$ cat src/rtl/awd_pkg.sv
package awd_pkg;
  localparam int unsigned DATA_W = 10;
  localparam int unsigned BYTE_W = 8;
  localparam int unsigned IDX_W  = 4;

  typedef struct packed {
    logic above;
    logic below;
  } band_t;
endpackage

$ cat src/rtl/awd_thresh.sv
module awd_thresh
  import awd_pkg::*;
#(
  parameter int unsigned DW = DATA_W,
  parameter int unsigned BW = BYTE_W,
  localparam int unsigned LW = DW - BW
) (
  input  logic [BW-1:0] hi_ub,
  input  logic [LW-1:0] hi_lb,
  input  logic [BW-1:0] lo_ub,
  input  logic [LW-1:0] lo_lb,
  input  logic [DW-1:0] data,
  output band_t         cls
);
  logic [DW-1:0] hi_lim;
  logic [DW-1:0] lo_lim;

  always_comb begin
    hi_lim    = {hi_ub, hi_lb};
    lo_lim    = {lo_ub, lo_lb};
    cls.above = (data > hi_lim);
    cls.below = (data < lo_lim);
  end
endmodule

$ cat src/rtl/awd_sticky.sv
module awd_sticky (
  input  logic clk,
  input  logic rst_n,
  input  logic set,
  input  logic clr,
  output logic q
);
  logic q_nxt;
  logic q_ce;

  always_comb begin
    q_ce  = set | clr;
    q_nxt = set;
  end

  always_ff @(posedge clk or negedge rst_n) begin
    if (!rst_n)    q <= 1'b0;
    else if (q_ce) q <= q_nxt;
  end
endmodule

$ cat src/rtl/awd_status.sv
module awd_status
  import awd_pkg::*;
#(
  parameter int unsigned NCH = 16,
  parameter int unsigned BW  = BYTE_W,
  localparam int unsigned HALVES = NCH / BW
) (
  input  logic              clk,
  input  logic              rst_n,
  input  logic [NCH-1:0]    set_vec,
  input  logic [HALVES-1:0] we,
  input  logic [BW-1:0]     wdata,
  output logic [NCH-1:0]    status
);
  for (genvar h = 0; h < HALVES; h++) begin : g_half
    logic [BW-1:0] keep;
    logic [BW-1:0] nxt;
    logic          ce;

    always_comb begin
      keep = we[h] ? wdata : {BW{1'b1}};
      nxt  = (status[h*BW +: BW] & keep) | set_vec[h*BW +: BW];
      ce   = we[h] | (|set_vec[h*BW +: BW]);
    end

    always_ff @(posedge clk or negedge rst_n) begin
      if (!rst_n)  status[h*BW +: BW] <= '0;
      else if (ce) status[h*BW +: BW] <= nxt;
    end
  end
endmodule

$ cat src/rtl/awd_monitor.sv
module awd_monitor
  import awd_pkg::*;
#(
  parameter int unsigned DW = DATA_W,
  parameter int unsigned BW = BYTE_W,
  parameter int unsigned IW = IDX_W,
  localparam int unsigned LW = DW - BW,
  localparam int unsigned NCH = 1 << IW,
  localparam int unsigned HALVES = NCH / BW
) (
  input  logic              clk,
  input  logic              rst_n,
  input  logic              res_valid,
  input  logic [DW-1:0]     res_data,
  input  logic [IW-1:0]     res_chan,
  input  logic [IW-1:0]     res_slot,
  input  logic              cont_mode,
  input  logic              buf_mode,
  input  logic [BW-1:0]     hi_ub,
  input  logic [LW-1:0]     hi_lb,
  input  logic [BW-1:0]     lo_ub,
  input  logic [LW-1:0]     lo_lb,
  input  logic [BW-1:0]     en_lo,
  input  logic [BW-1:0]     en_hi,
  input  logic [HALVES-1:0] stat_we,
  input  logic [BW-1:0]     stat_wdata,
  input  logic              flag_clr,
  input  logic              eoc_evt,
  input  logic              eoc_clr,
  input  logic              awd_ie,
  input  logic              eoc_ie,
  output logic [NCH-1:0]    awd_status,
  output logic              awd_flag,
  output logic              irq
);
  band_t          cls;
  logic [IW-1:0]  idx;
  logic [NCH-1:0] sel;
  logic [NCH-1:0] en_mask;
  logic [NCH-1:0] set_vec;
  logic           out_band;
  logic           eoc_flag;

  awd_thresh #(.DW(DW), .BW(BW)) u_thresh (
    .hi_ub (hi_ub),
    .hi_lb (hi_lb),
    .lo_ub (lo_ub),
    .lo_lb (lo_lb),
    .data  (res_data),
    .cls   (cls)
  );

  always_comb begin
    idx      = buf_mode ? res_slot : res_chan;
    sel      = {{(NCH-1){1'b0}}, 1'b1} << idx;
    en_mask  = {en_hi, en_lo};
    out_band = res_valid & cont_mode & (cls.above | cls.below);
    set_vec  = out_band ? (sel & en_mask) : '0;
  end

  awd_status #(.NCH(NCH), .BW(BW)) u_status (
    .clk     (clk),
    .rst_n   (rst_n),
    .set_vec (set_vec),
    .we      (stat_we),
    .wdata   (stat_wdata),
    .status  (awd_status)
  );

  awd_sticky u_awd_flag (
    .clk   (clk),
    .rst_n (rst_n),
    .set   (|set_vec),
    .clr   (flag_clr),
    .q     (awd_flag)
  );

  awd_sticky u_eoc_flag (
    .clk   (clk),
    .rst_n (rst_n),
    .set   (eoc_evt),
    .clr   (eoc_clr),
    .q     (eoc_flag)
  );

  always_comb irq = (awd_flag & awd_ie) | (eoc_flag & eoc_ie);
endmodule

$ cat config.mk
export PLATFORM = sky130hd
export DESIGN_NAME = awd_monitor
export DESIGN_NICKNAME = d
export VERILOG_FILES = /design/src/rtl/awd_pkg.sv /design/src/rtl/awd_thresh.sv /design/src/rtl/awd_sticky.sv /design/src/rtl/awd_status.sv /design/src/rtl/awd_monitor.sv
export SDC_FILE = /design/constraint.sdc
export NUM_CORES = 1
export LEC_CHECK = 0
export BUFFER_PORTS_ARGS = -buffer_cell sky130_fd_sc_hd__buf_4
export CORE_MARGIN = 2
export CORE_UTILIZATION = 48
export CTS_CLUSTER_SIZE = 20
export DETAILED_ROUTE_END_ITERATION = 8
export PLACE_DENSITY = 0.95
export SLEW_MARGIN = 20
export SYNTH_ARGS = -nofsm -noshare
export SYNTH_HDL_FRONTEND = slang
export SYNTH_HIERARCHICAL = 1
export SYNTH_SLANG_ARGS = --single-unit
$ cat constraint.sdc
create_clock -name clk -period 1.24 [get_ports clk]
set_clock_uncertainty 0.2 [all_clocks]
set_input_delay 0.124 -clock clk [delete_from_list [all_inputs] [get_ports clk]]
set_output_delay 0.124 -clock clk [all_outputs]
set_load 0.02 [all_outputs]
==> flow_summary.ini, run 1 <==
[logic_synthesis]
ys_warn_count = 6
synth-seq-cells = 18
yosys.area.top_type = sky130_fd_sc_hd__dfrtp_1
synth_edf_count = 0
yosys_most_used_dff = sky130_fd_sc_hd__dfrtp_1
mappedNetlistNets = 268
ys_async_sr_fraction_pct = 100
postSynthAreaPerCell_um2 = 9.19
synth_area_leaders = sky130_fd_sc_hd__dfrtp_1, sky130_fd_sc_hd__ha_1, sky130_fd_sc_hd__a21o_1
yosysUniqueCellTypes = 33
synth-seq-area-share_pct = 28.0
syn_inst = 175
synth_top_area_share_pct = 28.0
synthesis.area_um2 = 1610

[global_route]
grt.total_usage_pct = 73.5
grt_start_max_net_pins = 19
grt_overflow = 82

[placement]
portBuffers = 91
gp_routability_congestion = 0.901
placedInstanceArea_um2 = 2690
hpwlAfterDp_um = 4470

[floorplan]
dieWidth_um = 61.9
floorplan.io_pins = 92
start_util_pct = 49.0
num_rows = 21
fp.dieH_um = 61.9

[clock_network]
root_buffer = sky130_fd_sc_hd__clkbuf_4
clock_sinks = 18
cts.path.max_buffers = 2
numCtsBuffers = 3
htreeDepth = 1

[timing]
crit_endpoint = u_awd_flag/q$_DFFE_PN0P_/D
worstEpCategory = register data pin

[status]
status = aborted with a tool error
stop_stage = 5_1_grt
error = [ERROR GRT-0232] Routing congestion too high. Check the congestion heatmap in the GUI.
==> Yosys cell counts, drive strengths merged (2+ instances only) <==
cell and number:
inv 24, nand2b 22, a21o 20, ha 19, dfrtp 18, nor3 14
nand2 12, a21oi 10, nor2 4, nor4b 4, a31oi 3, nor4 3
o21ai 3, buf 2, mux2i 2, nand3 2, nand4 2
==> cells by family after synthesis <==
logic type,count (synthesis),share of synthesized area (%)
buffers and inverters,26,7.00
flip-flops,18,28.0
AND/OR/NAND/NOR,65,25.3
adder cells (fa/ha/maj),19,14.8
multiplexers,3,3.73
AO/OA/AOI/OAI,44,21.2
==> per-layer routing <==
metal | GRT overflow | GRT usage (%)
met2 | 51 | 99.2
met3 | 1 | 50.9
met4 | 30 | 90.3
met5 | 0 | 4.29
met1 | 0 | 64.7
==> what timing repair did <==
| action | in CTS |
|---|---|
| hold buffers | 14 |
| pin swaps | 12 |
| hold endpoints to repair | 36 |
| gates resized for setup | 35 |
| buffers inserted | 3 |
| gates cloned | 1 |
| setup endpoints to repair | 19 |
==> through the flow <==
stage / util (%) / setup TNS (ns) / hold slack (ns) / setup slack (ns) / cells
after floorplan: - / -12.49 / -0.372 / -1.07 / 175
after global placement: 82.0 / -17.26 / -0.191 / -1.24 / 340
after detailed placement: 82.0 / -19.13 / -0.188 / -1.38 / 340
after CTS: 93.1 / -13.04 / 0.0182 / -1.02 / 361
==> run 2, diff against run 1 <==
--- a/config.mk
+++ b/config.mk
@@ -7,10 +7,9 @@
 export LEC_CHECK = 0
 export BUFFER_PORTS_ARGS = -buffer_cell sky130_fd_sc_hd__buf_4
 export CORE_MARGIN = 2
-export CORE_UTILIZATION = 48
-export CTS_CLUSTER_SIZE = 20
+export CORE_UTILIZATION = 35
 export DETAILED_ROUTE_END_ITERATION = 8
-export PLACE_DENSITY = 0.95
+export PLACE_DENSITY_LB_ADDON = 0.15
 export SLEW_MARGIN = 20
 export SYNTH_ARGS = -nofsm -noshare
 export SYNTH_HDL_FRONTEND = slang
==> run 2 against run 1 <==
  * The flow now finishes, with violations (negative setup slack)
  * Synthesized area is the same
  * Synthesized cell count is the same
==> flow_summary.ini, run 2 <==
[clock_network]
clock_latency_ns = 0.25
cts.path.max_buffers = 2
root_buffer = sky130_fd_sc_hd__clkbuf_8
clock_sinks = 18
htreeDepth = 1
cts_clock_pin_slew_for_the_worst_setup_and_hold_paths_ns = 0.07
numCtsBuffers = 3
tritoncts = built

[power]
total_power_mw = 1.90
power_per_cell_area_nw_per_um2 = 637
power.ir.vdd_worst_mv = 0.636
leakage_nw = 1.63

[logic_synthesis]
synth_top_area_share_pct = 28.0
synth_edf_count = 0
ys_async_sr_fraction_pct = 100
ys_warn_count = 6
synth_top_cells_by_count = sky130_fd_sc_hd__inv_1, sky130_fd_sc_hd__nand2b_1, sky130_fd_sc_hd__a21o_1, sky130_fd_sc_hd__ha_1, sky130_fd_sc_hd__dfrtp_1
postSynthAreaPerCell_um2 = 9.19
mappedNetlistNets = 268
synth-seq-cells = 18
synthesis.area_um2 = 1610
yosys.cell_count.top_type = sky130_fd_sc_hd__inv_1
yosys_most_used_dff = sky130_fd_sc_hd__dfrtp_1
yosysUniqueCellTypes = 33
synth_area_leaders = sky130_fd_sc_hd__dfrtp_1, sky130_fd_sc_hd__ha_1, sky130_fd_sc_hd__a21o_1
synth-seq-area-share_pct = 28.0
syn_inst = 175
yosys.area.top_type = sky130_fd_sc_hd__dfrtp_1

[setup_path]
critical-path-slowest-cell = sky130_fd_sc_hd__o41a_1
setup.worst_path.class = input port to flop
worstSetupEndpointType = flop
cp_num_buf_inv = 1
cp.arrival_ns = 2.19
cp_top_family = compound AO/OA/AOI/OAI gates
startpoint_type = input port
r2r_end = u_awd_flag/q$_DFFE_PN0P_
rr_startpoint = u_awd_flag/q$_DFFE_PN0P_
worstPathMaxFanout = 8
register_to_register_path_setup_slack_ns = 0.25
worst-r2r-cell-count = 2
critical_path.max_stage_delay_ns = 0.39
worst-endpoint-required_ns = 1.19
crit_path_cell_trace = buf_6, ha_4, a211oi_2, nor2_1, o41a_1, o211a_1, nand2b_4, nor4b_2, nor4_2, o211ai_1, a21o_1

[timing]
fin_crit_sh_pct = 180
max_clock_freq_mhz = 447
slew-limit-headroom_pct = 80.0
hold_slack_ns = 0.0246
finalHoldViolCount = 0
maxSlewViolCount = 0
setup_repair_after_global_routing_missed_its_margin = true
worst_slew_pin_slew_ns = 0.294
final_critical_path_required_period_ns = 2.24
layout_setup_ws_ns = -0.997
finalSetupViolCount = 18

[global_route]
grt_start_max_net_pins = 19
initial_antenna_violation_count = 0
met3_usage_grt_pct = 3.52
grt_pass1_vias = 1840
grt.total_usage_pct = 20.0
grt_first_pass_wirelength_um = 8300
global_route_met1_usage_pct = 27.6
grt_most_used_layer = met2
gr-usage-met2_pct = 33.7
grt_overflow = 0

[job]
number_of_maximum_capacitance_constraint_violations = 0

[finish]
largest-register = u_status/status
fin_util_pct = 68.0
nNetsFinal = 403
layout_top_registers = u_status/status (16), u_awd_flag/q (1), u_eoc_flag/q (1)
largest_register_ffs = 16
post_route_cells_drive_above_1_share_pct = 55.3
diodes = 0
most-common-layout-cells = sky130_fd_sc_hd__buf_4, sky130_fd_sc_hd__nand2b_1, sky130_fd_sc_hd__a21o_1
most_common_cell_after_layout_fill_and_taps_aside = sky130_fd_sc_hd__buf_4
syn2layout_area_growth_pct = 85.4

[floorplan]
floorplan.io_pins = 92
core-area_um2 = 4380
dieWidth_um = 71.8
fp.dieH_um = 71.8
dieArea_um2 = 5160
num_rows = 24
start_util_pct = 36.7

[route]
drtAntennaViolNets = 0
dr_total_vias = 1763
dr.first_iter.drc_count = 46
routed_via_density = 4.88
drc = 0
drt-pass1-iter-count = 4
wirelength_um = 4850
wire_per_inst_um = 13.4

[min_path]
timing.hold.worst.start = stat_we[1]
min_delay_path_depth = 3
timing.hold.worst.class = input port to flop
hold_end = u_status/status[15]$_DFFE_PN0P_

[placement]
gp_routability_congestion = 0.820
preCtsSetupSlack_ns = -1.32
hpwlAfterDp_um = 3830
portBuffers = 91

[status]
status = finished, violations left
failed_checks = negative setup slack
run 2: cell counts after synthesis:
No cell type changed its count.
run 2: power by group:
group          switching (mW)  total, mW  internal, mW  leakage [nW]
registers              0.0127      0.620         0.607         0.246
clock network           0.211      0.494         0.282        0.0288
logic                   0.341      0.785         0.445          1.36
total                   0.565       1.90          1.33          1.63
run 2: logic make-up (layout without fill, tap and decap cells):
| family | count (synthesis) | after routing | synth area share [%] |
|---|---|---|---|
| simple gates | 65 | 66 | 25.3 |
| compound gates | 44 | 44 | 21.2 |
| buf+inv | 26 | 159 | 7.00 |
| fa+ha+maj | 19 | 19 | 14.8 |
| flops | 18 | 18 | 28.0 |
| mux | 3 | 3 | 3.73 |
run 2: tightest hold or removal path, cell delays in order:
cell and delay [ns]:
sky130_fd_sc_hd__buf_4 0.15, sky130_fd_sc_hd__nand2b_1 0.07, sky130_fd_sc_hd__a21o_1 0.10
run 2: stage by stage:
stage | instances | cell area [um2] | TNS, ns
finish | 361 | 2980 | -12.66
global route | 361 | 2980 | -15.33
CTS | 361 | 2950 | -12.61
detailed placement | 342 | 2670 | -18.07
global placement | 342 | 2670 | -17.57
floorplan | 175 | 1750 | -12.49
run 2: timing repair:
action / 4_1_cts / 5_1_grt
setup endpoints to repair: 18 / 19
buffers inserted: 2 / 0
resized for setup: 17 / 5
hold endpoints to repair: 36 / 0
hold buffers: 12 / 0
pin swaps: 7 / 0
gates cloned: 1 / 0
run 2: worst max path at each step:
stage                     start                  endpoint  slack [ns]  cells after the start
CTS                    hi_ub[5]  u_awd_flag/q$_DFFE_PN0P_       -1.01                     12
detailed placement  res_data[7]  u_awd_flag/q$_DFFE_PN0P_       -1.32                     11
floorplan           res_data[7]  u_awd_flag/q$_DFFE_PN0P_       -1.07                     11
finish              res_data[7]  u_awd_flag/q$_DFFE_PN0P_        -1.0                     11
global placement    res_data[7]  u_awd_flag/q$_DFFE_PN0P_       -1.25                     11
global route           hi_ub[5]  u_awd_flag/q$_DFFE_PN0P_       -1.13                     12
run 2: per-layer routing:
| metal | vias to the layer above | part of all wire [%] |
|---|---|---|
| met5 | - | 0 |
| met1 | 795 | 45 |
| met2 | 64 | 47 |
| met3 | 4 | 6.9 |
| met4 | 0 | 0.52 |
| li1 | 900 | - |
run 2: cell type report:
class                   count  area [um2]
inverters                  24        92.6
clock buffers               4        55.1
flip-flops and latches     18         450
well taps                  52        65.1
fillers                   368        1400
multi-input cells         132        1280
repair buffers            131        1040
No activity file was read; power rests on OpenSTA's default activity.
==> run 3, diff against run 2 <==
--- a/config.mk
+++ b/config.mk
@@ -6,8 +6,10 @@
 export NUM_CORES = 1
 export LEC_CHECK = 0
 export BUFFER_PORTS_ARGS = -buffer_cell sky130_fd_sc_hd__buf_4
+export CELL_PAD_IN_SITES_DETAIL_PLACEMENT = 0
+export CELL_PAD_IN_SITES_GLOBAL_PLACEMENT = 1
 export CORE_MARGIN = 2
-export CORE_UTILIZATION = 35
+export CORE_UTILIZATION = 34
 export DETAILED_ROUTE_END_ITERATION = 8
 export PLACE_DENSITY_LB_ADDON = 0.15
 export SLEW_MARGIN = 20
==> run 3 against run 2 <==
  * The run still ends with negative setup slack left
  * Core utilization decreased by 1.1 points
  * Via count increased by 1.9%
  * Largest cell class unchanged
  * Highest routed layer unchanged
  * Die area increased by 2.8%
  * First-iteration DRC count increased by 30%
==> flow_summary.ini, run 3 (synthesized netlist as in run 2, its figures left out) <==
[timing]
finalSetupViolCount = 19
max_clock_freq_mhz = 444
fin_crit_sh_pct = 182
finalHoldViolCount = 0
setup_repair_after_global_routing_missed_its_margin = true
layout_setup_ws_ns = -1.01
worst_slew_pin_slew_ns = 0.362
slew-limit-headroom_pct = 75.8
setup-tns-final_ns = -14.29
final_critical_path_required_period_ns = 2.25
maxSlewViolCount = 0

[finish]
layoutNonFillerInstCount = 372
post_route_cells_drive_above_1_share_pct = 56.6
diodes = 0
most-common-layout-cells = sky130_fd_sc_hd__buf_4, sky130_fd_sc_hd__nand2b_1, sky130_fd_sc_hd__a21o_1
most_common_cell_after_layout_fill_and_taps_aside = sky130_fd_sc_hd__buf_4
largest_register_ffs = 16
largest-register = u_status/status
design_area_um2 = 3100
fin_util_pct = 67.0
syn2layout_area_growth_pct = 92.7
layout_top_registers = u_status/status (16), u_awd_flag/q (1), u_eoc_flag/q (1)
nNetsFinal = 412

[clock_network]
numCtsBuffers = 3
tritoncts = built
cts_clock_pin_slew_for_the_worst_setup_and_hold_paths_ns = 0.07
cts.path.max_buffers = 2
root_buffer = sky130_fd_sc_hd__clkbuf_8
htreeDepth = 1
clock_sinks = 18
clock_latency_ns = 0.26

[setup_path]
cp_top_family = compound AO/OA/AOI/OAI gates
worst-r2r-cell-count = 2
cp.arrival_ns = 2.20
rr_startpoint = u_awd_flag/q$_DFFE_PN0P_
worst-endpoint-required_ns = 1.19
r2r_end = u_awd_flag/q$_DFFE_PN0P_
worstPathMaxFanout = 8
setup.worst_path.class = input port to flop
cp_num_buf_inv = 1
startpoint_type = input port
critical_path.max_stage_delay_ns = 0.40
register_to_register_path_setup_slack_ns = 0.23
crit_path_cell_trace = buf_6, ha_4, a211oi_2, nor2_1, o41a_1, o211a_1, nand2b_4, nor3_2, nor4_2, o211ai_1, a21o_1
critical-path-slowest-cell = sky130_fd_sc_hd__o41a_1
worstSetupEndpointType = flop

[min_path]
hold_end = u_status/status[2]$_DFFE_PN0P_
min_delay_path_depth = 3
timing.hold.worst.class = input port to flop
timing.hold.worst.start = stat_we[0]

[route]
routed_via_density = 4.83
met3_length_um = 289
drc = 0
dr_total_vias = 1796
route.layer.met1.wl_um = 2190
dr.first_iter.drc_count = 60
wirelength_um = 4990
drt-pass1-iter-count = 4
wl_met2_um = 2470
top_layer_used = met4
drtAntennaViolNets = 0
wire_per_inst_um = 13.4

[power]
power.ir.vdd_worst_mv = 0.487
internal_power_mw = 1.35
combinationalPowerShare_pct = 42.8
leakage_nw = 1.73
clock_power_share_pct = 25.1
total_net_switching_power_uw = 582
power.share.sequential_pct = 32.1
power_per_cell_area_nw_per_um2 = 624
switching_share_pct = 30.1

[status]
status = finished, violations left
failed_checks = negative setup slack

[floorplan]
core-area_um2 = 4630
dieArea_um2 = 5300
floorplan.io_pins = 92
num_rows = 25
dieWidth_um = 72.8
start_util_pct = 34.8
fp.dieH_um = 72.8

[global_route]
initial_antenna_violation_count = 0
grt_first_pass_wirelength_um = 8000
grt.total_usage_pct = 19.7
grt_pass1_vias = 1790
grt_overflow = 0
grt_start_max_net_pins = 19

[placement]
place_inst = 350
hpwlAfterDp_um = 3960
portBuffers = 91
gp_routability_congestion = 0.861
preCtsSetupSlack_ns = -1.38
placedInstanceArea_um2 = 2720

[job]
number_of_maximum_capacitance_constraint_violations = 0
==> run 3: cell count changes in the layout (fill, tap and decap cells not counted) <==
| cell | delta |
|---|---|
| sky130_fd_sc_hd__nor4b_2 | +1 |
| sky130_fd_sc_hd__buf_4 | +8 |
| sky130_fd_sc_hd__nor3_2 | -7 |
| sky130_fd_sc_hd__nor3_4 | +7 |
| sky130_fd_sc_hd__nor4b_4 | -1 |
| sky130_fd_sc_hd__nand2_8 | +1 |
| sky130_fd_sc_hd__buf_6 | +1 |
| sky130_fd_sc_hd__nand2_4 | -1 |
==> run 3: cell type report <==
cell class	instances	area, um2
fillers	400	1530
multi-input cells	132	1330
repair buffers	140	1110
flip-flops and latches	18	450
inverters	24	92.6
well taps	54	67.6
clock buffers	4	55.1
==> run 3: power by group through the flow <==
| stage | logic (mW) | clock network, mW | registers (mW) |
|---|---|---|---|
| CTS | 0.824 | 0.499 | 0.621 |
| global route | 0.906 | 0.537 | 0.623 |
| finish | 0.828 | 0.486 | 0.621 |
| floorplan | 0.301 | 0 | 0.652 |
| global placement | 0.708 | 0 | 0.631 |
| detailed placement | 0.715 | 0 | 0.631 |
==> run 3: metrics by stage <==
step / power, mW / hold WS (ns)
floorplan: 0.953 / -0.372
global placement: 1.34 / -0.187
detailed placement: 1.35 / -0.188
CTS: 1.94 / 0.0162
global route: 2.07 / 0.0209
finish: 1.94 / 0.0172
==> run 3: worst max-delay path by stage <==
stage          slack (ns)                        to   startpoint  depth (start not counted)
6_report            -1.01  u_awd_flag/q$_DFFE_PN0P_  res_data[7]                         11
5_1_grt             -1.13  u_awd_flag/q$_DFFE_PN0P_     lo_ub[5]                         14
4_1_cts             -1.01  u_awd_flag/q$_DFFE_PN0P_  res_data[7]                         11
3_5_place_dp        -1.38  u_awd_flag/q$_DFFE_PN0P_  res_data[7]                         11
3_3_place_gp        -1.34  u_awd_flag/q$_DFFE_PN0P_  res_data[7]                         11
2_1_floorplan       -1.07  u_awd_flag/q$_DFFE_PN0P_  res_data[7]                         11
==> run 3: worst register-to-register path: cells and delay by family, from the launching register on <==
| kind | cells | cell delay [ns] |
|---|---|---|
| AO/OA/AOI/OAI | 1 | 0.16 |
| flip-flops | 1 | 0.41 |
| buffers and inverters | 1 | 0.13 |
==> run 3: timing repair <==
item | in CTS | in global routing
gates resized for setup | 28 | 2
hold buffers | 12 | 0
endpoints found under the hold margin | 36 | 0
pin swaps | 6 | 2
setup endpoints to repair | 19 | 19
gates cloned | 1 | 0
buffers inserted | 4 | 1
==> run 3: layer usage <==
metal  up-vias  track usage, %
li1        914               -
met1       821            26.7
met2        56            32.3
met3         5            3.59
met4         0            5.56
met5         -               0
